--- src/rtl/rbs_pkg.sv ---
package rbs_pkg;
  localparam int NUM_CH     = 24;
  localparam int REG_W      = 8;
  localparam int SIG_BITS   = 4;
  localparam int ROB_PERIOD = 6;
  localparam int ESF_FRAMES = 24;
  localparam int INH_FRAMES = 32;
  localparam int CH_W       = $clog2(NUM_CH);
  localparam int FR_W       = $clog2(ESF_FRAMES);
  localparam int CNT_W      = $clog2(INH_FRAMES + 1);
  localparam int CCS_CH     = NUM_CH - 1;

  typedef enum logic [1:0] {
    FG_DATA  = 2'b00,
    FG_2ST   = 2'b01,
    FG_4ST   = 2'b10,
    FG_16ST  = 2'b11
  } fg_mode_e;

  // frame index carrying signaling bit j (0=A)
  function automatic logic [FR_W-1:0] rob_frame(input int j);
    return FR_W'(ROB_PERIOD * (j + 1) - 1);
  endfunction

  // index of the last signaling bit a mode needs
  function automatic int last_slot(input logic [1:0] fg, input logic esf);
    case (fg)
      FG_2ST:  return 0;
      FG_4ST:  return 1;
      FG_16ST: return esf ? SIG_BITS - 1 : 1;
      default: return 0;
    endcase
  endfunction

  function automatic logic [SIG_BITS-1:0] fg_mask(input logic [1:0] fg, input logic esf);
    logic [SIG_BITS-1:0] m;
    m = '1;
    m = m << (SIG_BITS - 1 - last_slot(fg, esf));
    return (fg == FG_DATA) ? '0 : m;
  endfunction
endpackage

--- src/rtl/rbs_inhibit.sv ---
module rbs_inhibit
  import rbs_pkg::*;
#(
  parameter int HOLD_FRAMES = INH_FRAMES,
  localparam int HW = $clog2(HOLD_FRAMES + 1)
) (
  input  logic clk_i,
  input  logic rst_ni,
  input  logic trig_i,
  input  logic frame_bnd_i,
  output logic inhibit_o
);
  logic [HW-1:0] cnt_q;

  always_ff @(posedge clk_i or negedge rst_ni) begin
    if (!rst_ni)                        cnt_q <= '0;
    else if (trig_i)                    cnt_q <= HW'(HOLD_FRAMES);
    else if (frame_bnd_i && cnt_q != 0) cnt_q <= cnt_q - 1'b1;
  end

  assign inhibit_o = (cnt_q != '0);

  p_trig_hold_r7: assert property (@(posedge clk_i) disable iff (!rst_ni)
    trig_i |=> inhibit_o);
  p_release_on_bnd_r7: assert property (@(posedge clk_i) disable iff (!rst_ni)
    $fell(inhibit_o) |-> $past(frame_bnd_i));
endmodule

--- src/rtl/rbs_chan_store.sv ---
module rbs_chan_store
  import rbs_pkg::*;
(
  input  logic             clk_i,
  input  logic             rst_ni,
  input  logic             byte_stb_i,
  input  logic [FR_W-1:0]  frame_i,
  input  logic             rob_bit_i,
  input  logic             esf_i,
  input  logic [1:0]       fg_i,
  input  logic             ccs_i,
  input  logic             ccs_wr_i,
  input  logic [REG_W-1:0] ccs_byte_i,
  input  logic             aligned_i,
  input  logic             allow_i,
  output logic [REG_W-1:0] reg_o
);
  logic [SIG_BITS-1:0] acc_q, acc_d;
  logic rob_hit, rob_last, cap, wr_rob;

  always_comb begin
    acc_d   = acc_q;
    rob_hit = 1'b0;
    for (int j = 0; j < SIG_BITS; j++) begin
      if (frame_i == rob_frame(j)) begin
        rob_hit = 1'b1;
        acc_d[SIG_BITS-1-j] = rob_bit_i;
      end
    end
    // A opens a new superframe set
    if (frame_i == rob_frame(0)) acc_d[SIG_BITS-2:0] = '0;
    rob_last = (fg_i != FG_DATA) && (frame_i == rob_frame(last_slot(fg_i, esf_i)));
  end

  assign cap    = byte_stb_i && aligned_i && !ccs_i && rob_hit;
  assign wr_rob = cap && allow_i && rob_last;

  always_ff @(posedge clk_i or negedge rst_ni) begin
    if (!rst_ni) begin
      acc_q <= '0;
      reg_o <= '0;
    end else begin
      if (cap) acc_q <= acc_d;
      if (ccs_wr_i)    reg_o <= ccs_byte_i;
      else if (wr_rob) reg_o <= REG_W'(acc_d & fg_mask(fg_i, esf_i));
    end
  end

  p_data_chan_r2: assert property (@(posedge clk_i) disable iff (!rst_ni)
    (!ccs_i && fg_i == FG_DATA && !ccs_wr_i) |=> $stable(reg_o));
  p_ccs_only_r8: assert property (@(posedge clk_i) disable iff (!rst_ni)
    (ccs_i && !ccs_wr_i) |=> $stable(reg_o));
endmodule

--- src/rtl/rbs_rx_store.sv ---
module rbs_rx_store
  import rbs_pkg::*;
(
  input  logic                      clk_i,
  input  logic                      rst_ni,
  input  logic                      byte_vld_i,
  input  logic [CH_W-1:0]           chan_i,
  input  logic [FR_W-1:0]           frame_i,
  input  logic [REG_W-1:0]          data_i,
  input  logic                      esf_i,
  input  logic                      ccs_i,
  input  logic [2*NUM_CH-1:0]       fg_cfg_i,
  input  logic                      frm_aligned_i,
  input  logic                      sf_aligned_i,
  input  logic                      frame_err_i,
  input  logic                      slip_i,
  input  logic                      sw_inhibit_i,
  output logic [NUM_CH*REG_W-1:0]   sig_o
);
  logic aligned, trig, hold, allow, frame_bnd;

  assign aligned   = frm_aligned_i && sf_aligned_i;
  assign trig      = frame_err_i || slip_i || !aligned;
  assign frame_bnd = byte_vld_i && (chan_i == '0);
  assign allow     = aligned && !sw_inhibit_i && !trig && !hold;

  rbs_inhibit #(.HOLD_FRAMES(INH_FRAMES)) u_inh (
    .clk_i       (clk_i),
    .rst_ni      (rst_ni),
    .trig_i      (trig),
    .frame_bnd_i (frame_bnd),
    .inhibit_o   (hold)
  );

  for (genvar k = 0; k < NUM_CH; k++) begin : g_ch
    logic stb, ccs_wr;
    assign stb    = byte_vld_i && (chan_i == CH_W'(k));
    assign ccs_wr = ccs_i && byte_vld_i && (chan_i == CH_W'(CCS_CH))
                    && (frame_i == FR_W'(k)) && allow;

    rbs_chan_store u_ch (
      .clk_i      (clk_i),
      .rst_ni     (rst_ni),
      .byte_stb_i (stb),
      .frame_i    (frame_i),
      .rob_bit_i  (data_i[0]),
      .esf_i      (esf_i),
      .fg_i       (fg_cfg_i[2*k +: 2]),
      .ccs_i      (ccs_i),
      .ccs_wr_i   (ccs_wr),
      .ccs_byte_i (data_i),
      .aligned_i  (aligned),
      .allow_i    (allow),
      .reg_o      (sig_o[k*REG_W +: REG_W])
    );
  end

  p_align_gate_r5: assert property (@(posedge clk_i) disable iff (!rst_ni)
    !aligned |=> $stable(sig_o));
  p_sw_block_r6: assert property (@(posedge clk_i) disable iff (!rst_ni)
    sw_inhibit_i |=> $stable(sig_o));
  p_event_block_r7: assert property (@(posedge clk_i) disable iff (!rst_ni)
    (frame_err_i || slip_i) |=> $stable(sig_o));
endmodule

--- config.mk ---
export PLATFORM = sky130hd
export DESIGN_NAME = rbs_rx_store
export DESIGN_NICKNAME = d
export VERILOG_FILES = /design/src/rtl/rbs_pkg.sv /design/src/rtl/rbs_inhibit.sv /design/src/rtl/rbs_chan_store.sv /design/src/rtl/rbs_rx_store.sv
export SDC_FILE = /design/constraint.sdc
export NUM_CORES = 1
export LEC_CHECK = 0
export BUFFER_PORTS_ARGS = -buffer_cell sky130_fd_sc_hd__buf_2
export CAP_MARGIN = 40
export CORE_MARGIN = 3
export CORE_UTILIZATION = 60
export DETAILED_ROUTE_END_ITERATION = 7
export PLACE_DENSITY = 0.84
export SYNTH_ARGS = -nofsm -noshare
export SYNTH_HDL_FRONTEND = slang
export SYNTH_SLANG_ARGS = --single-unit
--- constraint.sdc ---
create_clock -name clk_i -period 4.35 [get_ports clk_i]
set_input_delay 1.0875 -clock clk_i [delete_from_list [all_inputs] [get_ports clk_i]]
set_output_delay 1.0875 -clock clk_i [all_outputs]
set_load 0.02 [all_outputs]
==> results by group, run 1 <==
Floorplan
  – Initial Utilization: 61.8%
  – Die height: 165 um
  – Die area: 0.0274 mm^2
  – Boundary Pins: 268
  – Row cnt: 57
  – Core Region: 0.0247 mm^2
  – Die X: 165 um

Setup path
  – Max incr delay on CP: 720 ps
  – Largest delay contributor family on the critical path: simple AND/OR/NAND/NOR gates
  – Critical Path End Type: register
  – R2R depth: 9
  – Worst Path Required: 4800 ps
  – Critical path's slowest cell: nor4_2
  – CP max FO: 18
  – Worst r2r src: u_inh.cnt_q[0]$_DFFE_PN0P_
  – CP Launch Type: primary input
  – Buf/Inv on CP: 1
  – CP arrival: 3810 ps
  – Most frequent CP cell: a211o_1
  – Register-to-register path setup slack: 1020 ps
  – RR Endpoint: g_ch[20].u_ch.reg_o[0]$_DFFE_PN0P_
  – Worst Setup Path Type: in -> reg
  – Cell Chain, Critical Path: buf_2 -> and4bb_2 -> a211o_1 -> nand4_1 -> nor4_2 -> nor3b_1 -> a211o_1

Clock tree
  – Worst skew pair latency: 580 ps
  – Post-CTS repair timing setup buffer count: 0
  – Bufs on Longest Clock Path: 3
  – Cts hold-fix bufs: 0
  – PostCTS Resize Cnt: 0
  – Worst-path clk slew: 60 ps
  – Root Buffer: clkbuf_16
  – Clock tree from TritonCTS: yes
  – H-tree depth: 1
  – Clk sinks: 290
  – CTS Buf Count: 30

Timing
  – Clk_skew: 9.54 ps
  – Hold Vio Cnt, Final: 0
  – Peak Freq: 298 MHz
  – Final slew viol count: 0
  – Slew HR: 37.5%
  – Actual slew at the worst max-slew pin: 937 ps
  – Crit share post-route: 77.1%
  – Setup tns final: 0 ps
  – Setup-failing EPs final: 0
  – Final critical-path required period: 3350 ps
  – RSZ-0062 raised after global routing: false

Min path
  – Hold Path Class: reg -> reg
  – Worst hold endpoint: g_ch[2].u_ch.acc_q[0]$_DFFE_PN0P_
  – Hold Startpoint: g_ch[2].u_ch.acc_q[0]$_DFFE_PN0P_
  – Worst hold stages: 2

Logic synthesis
  – Syn_area_per_cell: 8.82 um^2
  – Post-synth cell types: 74
  – Synth Area in Compound Gates: 20.3%
  – Area contributors post-synth: dfrtp_1, o21ai_0, nand2_1, a21oi_1, nand3_1
  – Seq/Total Area, Yosys: 47.6%
  – Yosys reg bits: 290
  – Post-Synth Adder-Cell Area: 0.164%
  – Post-synth EDFFs: 0
  – Post-synthesis simple-gate area fraction: 23.9%
  – Netlist Area Pre-Place: 0.0153 mm^2
  – Yosys top cell by area: dfrtp_1
  – Post-Syn Instances: 1730
  – Xor and xnor area share after synthesis: 0.402%
  – Area fraction of the dominant cell type after synthesis: 47.6%
  – Mux cell area share after synthesis: 3.94%
  – Post-Syn Nets: 1808
  – Largest family of logic cells by synthesized area: simple AND/OR/NAND/NOR gates
  – Predominant post-synthesis flop cell: dfrtp_1
  – Ys async rst share: 100%
  – Ys Warns: 0

Global routing
  – First-pass GRT wire length: 93800 um
  – Vias in the first global route: 15900
  – Total track usage: 45.5%
  – Initial antenna violation count: 2
  – Pin count of the biggest net entering global routing: 95
  – Total grt overflow: 0

Power and ir drop
  – Pwr Total: 6.06 mW
  – P per Cell Area: 328 mW/mm^2
  – VDD IR max: 0.345 mV
  – Leakage: 8.96 nW

Route
  – 1st-pass router iterations: 8
  – Drt first-iter violations: 2328
  – Final ANT Viol Nets: 0
  – DRC errors left: 0
  – Drt total wl: 63300 um
  – Vias per std cell: 6.93
  – Routed len/inst: 26.8 um
  – Vias: 16400

Layout
  – Area grow syn2layout: 21.1%
  – Final Util: 74.9%
  – Layout cells sized above 1: 23.5%
  – Final Non-Filler Cells: 2361
  – Fin nets: 2085

Placement
  – IO Port Bufs: 267
  – Placer Congestion: 1.05
  – Detail Placement HPWL: 43800 um
  – Placed cells: 2299

Flow run
  – Max Cap Viol: 0

Status
  – Status: finished clean
-- synth_stat cells (16+ instances only) --
master	instances
nor4_1	24
mux2_2	25
a21oi_1	120
mux2i_1	32
or3_1	19
nor3_1	33
dfrtp_1	290
o21ai_0	199
nand4_1	29
nand2_1	225
o31ai_1	21
nand2b_1	20
nor2_1	137
buf_2	16
a31oi_1	19
nand3_1	119
inv_1	24
clkbuf_1	97
a22o_1	32
a21o_1	21
-- stage by stage --
stage / cell area, um^2 / hold WS, ps / worst slack, ps
floorplan: 15300 / 439 / 930
global placement: 17300 / 449 / 583
detailed placement: 17400 / 459 / 532
CTS: 18500 / 473 / 1100
global route: 18500 / 500 / 848
finish: 18500 / 479 / 998
-- worst reg2reg max path: stages (launching register included) --
cell and delay, ps:
dfrtp_1 400, inv_1 110, ha_1 210, nor4b_1 560, and3_1 560, buf_4 250
nand4_1 180, nor3_2 520, nor3b_1 130, a211o_1 290
-- area by class of cell --
class / instances / area, um^2
Tap cell: 324 / 405
Timing Repair Buffer: 365 / 2150
Clock inverter: 20 / 288
Clock buffer: 36 / 825
Fill cell: 1745 / 6200
Multi-Input combinational cell: 1296 / 7450
Inverter: 24 / 90.1
Sequential cell: 290 / 7260
Antenna cell: 6 / 15.0
-- cell families after synthesis --
group           after synthesis
compound gates              506
flops                       290
buf+inv                     144
xor+xnor                      7
fa+ha+maj                     2
mux                          57
simple gates                724
-- power by group --
group / internal (mW) / leakage, nW / switching, mW / total [mW]
combinational: 0.113 / 4.40 / 0.341 / 0.455
clock: 1.77 / 0.549 / 1.14 / 2.91
sequential: 2.70 / 4.01 / 0.000401 / 2.70
-- sequential cells by signal, indices dropped and copies added (netlist names) --
signal,flops
g_ch.u_ch.acc_q,92
u_inh.cnt_q,6
g_ch.u_ch.reg_o,192
-- worst max path at each step --
stage | startpoint | endpoint | slack (ps) | depth (start not counted)
6_report | frame_i[4] | g_ch[9].u_ch.reg_o[1]$_DFFE_PN0P_ | 1000 | 7
5_1_grt | u_inh.cnt_q[0]$_DFFE_PN0P_ | g_ch[3].u_ch.reg_o[0]$_DFFE_PN0P_ | 850 | 8
2_1_floorplan | frame_i[2] | g_ch[23].u_ch.reg_o[2]$_DFFE_PN0P_ | 930 | 8
4_1_cts | frame_i[1] | g_ch[3].u_ch.reg_o[0]$_DFFE_PN0P_ | 1100 | 9
3_3_place_gp | frame_i[0] | g_ch[20].u_ch.reg_o[0]$_DFFE_PN0P_ | 580 | 8
3_5_place_dp | frame_i[0] | g_ch[23].u_ch.reg_o[2]$_DFFE_PN0P_ | 530 | 6
-- cell usage in the layout, fill, tap and decap left out, types with 18 or more instances in the layout --
cell	netlist	layout
nand2b_1	20	20
inv_1	24	24
a21oi_1	120	120
o31ai_1	21	21
a31oi_1	19	19
buf_2	16	267
dfrtp_1	290	290
nor2_1	137	137
nor4_1	24	24
o21ai_0	199	198
mux2_2	25	25
nand3_1	119	119
a22o_1	32	32
nand2_1	225	225
buf_4	0	91
nor3_1	33	31
or3_1	19	18
a21o_1	21	21
mux2i_1	32	32
clkbuf_16	0	31
nand4_1	29	29
-- routing by layer --
metal | vias up | global-route usage [%] | share of wire, %
met2 | 1330 | 70.3 | 45
li1 | 6818 | - | -
met1 | 7893 | 58.4 | 36
met5 | - | 0 | 0.032
met4 | 2 | 23.9 | 5.7
met3 | 316 | 13.1 | 13
Power figures use the tool's default switching activity.
==> inputs of run 2 (changes only) <==
CORE_UTILIZATION = 57   (was 60)
PLACE_DENSITY = 0.8   (was 0.84)
clock period = 3.4 ns   (was 4.35 ns; I/O delays follow)
==> run 2 against run 1 <==
The run now ends with DRC left. Non-clock buffer count up 86. Final cell count up 4.1%. First-iteration DRC count down 13%. Combinational power up 29%. Global-route usage down 3.8 points. Clock skew up 11 ps. Worst hold slack worse by 230 ps. Utilization down 1.8 points. Critical path type is now reg -> reg. Highest routed layer unchanged.
==> results by group, run 2 (same netlist as run 1, synthesis figures left out) <==
Status
  – Status: finished, violations left
  – Failing checks: DRC

Route
  – DRC errors left: 1
  – Final ANT Viol Nets: 0
  – Vias: 16100
  – Routed len/inst: 24.9 um
  – Drt total wl: 61300 um
  – Drt first-iter violations: 2025
  – Vias per std cell: 6.57
  – 1st-pass router iterations: 8

Clock tree
  – Worst skew pair latency: 570 ps
  – Worst-path clk slew: 60 ps
  – Clk sinks: 290
  – Bufs on Longest Clock Path: 3
  – PostCTS Resize Cnt: 0
  – Post-CTS repair timing setup buffer count: 0
  – Clock tree from TritonCTS: yes
  – H-tree depth: 1
  – Cts hold-fix bufs: 0
  – Root Buffer: clkbuf_16
  – CTS Buf Count: 31

Power and ir drop
  – VDD IR max: 0.416 mV
  – P per Cell Area: 400 mW/mm^2
  – Clk network pwr share: 47.2%
  – Logic pwr share: 7.7%
  – Sequential power share: 45.1%
  – Internal: 5.77 mW
  – P_sw: 1.88 mW
  – Sw Share: 24.6%
  – Pwr Total: 7.65 mW
  – Leakage: 9.36 nW

Layout
  – Multi-input gate area: 0.00745 mm^2
  – Most frequent cells in the layout: dfrtp_1, buf_2, nand2_1
  – Fin nets: 2172
  – Layout fillers: 1968
  – Biggest regs: g_ch.u_ch.reg_o: 192 flops, g_ch.u_ch.acc_q: 92 flops, u_inh.cnt_q: 6 flops
  – Max reg flops: 192
  – Sequential cell area: 0.00726 mm^2
  – Largest register by flop count: g_ch.u_ch.reg_o
  – Layout cells sized above 1: 26.8%
  – Area grow syn2layout: 25.4%
  – Commonest non-fill, non-tap cell in the layout: dfrtp_1
  – Final Util: 73.0%

Setup path
  – Most frequent CP cell: buf_4
  – Worst Setup Path Type: reg -> reg
  – Critical Path End Type: register
  – Cell Chain, Critical Path: inv_1 -> ha_1 -> or4b_1 -> nor3_2 -> buf_4 -> nor4bb_2 -> buf_4 -> and3b_1 -> o211ai_1 -> nand3_1
  – Largest delay contributor family on the critical path: simple AND/OR/NAND/NOR gates
  – CP Launch Type: register
  – Buf/Inv on CP: 3
  – Max incr delay on CP: 580 ps
  – Worst Path Required: 3850 ps
  – CP arrival: 3320 ps
  – CP max FO: 16
  – Critical path's slowest cell: or4b_1

Timing
  – Final critical-path required period: 2870 ps
  – Setup tns final: 0 ps
  – Actual slew at the worst max-slew pin: 854 ps
  – Hold slack: 252 ps
  – Hold Vio Cnt, Final: 0
  – Final slew viol count: 0
  – Crit share post-route: 84.3%
  – RSZ-0062 raised after global routing: false
  – Slew HR: 43.1%
  – Peak Freq: 349 MHz
  – Setup-failing EPs final: 0
  – Clk_skew: 20.4 ps

Floorplan
  – Boundary Pins: 268
  – Die X: 170 um
  – Die area: 0.0288 mm^2
  – Initial Utilization: 58.2%
  – Core Region: 0.0262 mm^2
  – Row cnt: 59
  – Die height: 170 um

Global routing
  – Vias in the first global route: 15700
  – Total track usage: 41.8%
  – Total grt overflow: 0
  – Initial antenna violation count: 6
  – Pin count of the biggest net entering global routing: 73
  – First-pass GRT wire length: 92600 um

Placement
  – Detail Placement HPWL: 44600 um
  – Placer Congestion: 1.05
  – IO Port Bufs: 267

Flow run
  – Max Cap Viol: 0

Min path
  – Hold Path Class: in -> async
==> run 2: cell types whose count changed in the layout (fill, tap and decap cells not counted), sizes merged <==
cell      previous run  this run
clkinvlp             2         3
bufinv               7         5
diode                6         4
clkinv               9        12
buf                365       451
==> run 2: worst paths after layout <==
kind | startpoint | endpoint | slack, ps | depth (start not counted)
setup / recovery | u_inh.cnt_q[0]$_DFFE_PN0P_ | g_ch[18].u_ch.reg_o[0]$_DFFE_PN0P_ | 530 | 10
hold / removal | rst_ni | g_ch[9].u_ch.acc_q[3]$_DFFE_PN0P_ | 250 | 1
min in group clk_i | g_ch[2].u_ch.acc_q[0]$_DFFE_PN0P_ | g_ch[2].u_ch.acc_q[0]$_DFFE_PN0P_ | 470 | 2
setup reg to reg | u_inh.cnt_q[0]$_DFFE_PN0P_ | g_ch[18].u_ch.reg_o[0]$_DFFE_PN0P_ | 530 | 10
hold reg to reg | g_ch[2].u_ch.acc_q[0]$_DFFE_PN0P_ | g_ch[2].u_ch.acc_q[0]$_DFFE_PN0P_ | 470 | 2
max in group asynchronous | rst_ni | g_ch[18].u_ch.acc_q[1]$_DFFE_PN0P_ | 2320 | 2
==> run 2: routing by layer <==
| metal | share of wire [%] | track usage, % |
|---|---|---|
| met5 | 0.021 | 0 |
| met4 | 4.7 | 18.0 |
| met3 | 11 | 8.76 |
| met2 | 46 | 66.0 |
| met1 | 38 | 56.2 |
==> run 2: power by group through the flow <==
stage	registers, mW	logic, mW	clock network [mW]
final	3.45	0.588	3.61
after detailed placement	3.52	0.566	0
after global routing	3.45	0.620	3.76
after global placement	3.52	0.557	0
after floorplan	3.52	0.227	0
after CTS	3.45	0.570	3.62
==> run 2: through the flow <==
stage	instances	setup slack (ps)	area, um^2
after detailed placement	2396	200	18000
after CTS	2454	591	19100
after floorplan	1730	217	15300
after global placement	2394	233	18000
after global routing	2456	298	19100
final	2458	534	19100
==> run 2: cell type report <==
cell class,count,area share [%]
Multi-Input combinational cell,1296,38.9
Sequential cell,290,37.9
Timing Repair Buffer,451,14.7
Clock buffer,36,4.41
Tap cell,335,2.19
Clock inverter,22,1.31
Inverter,24,0.471
Antenna cell,4,0.0523
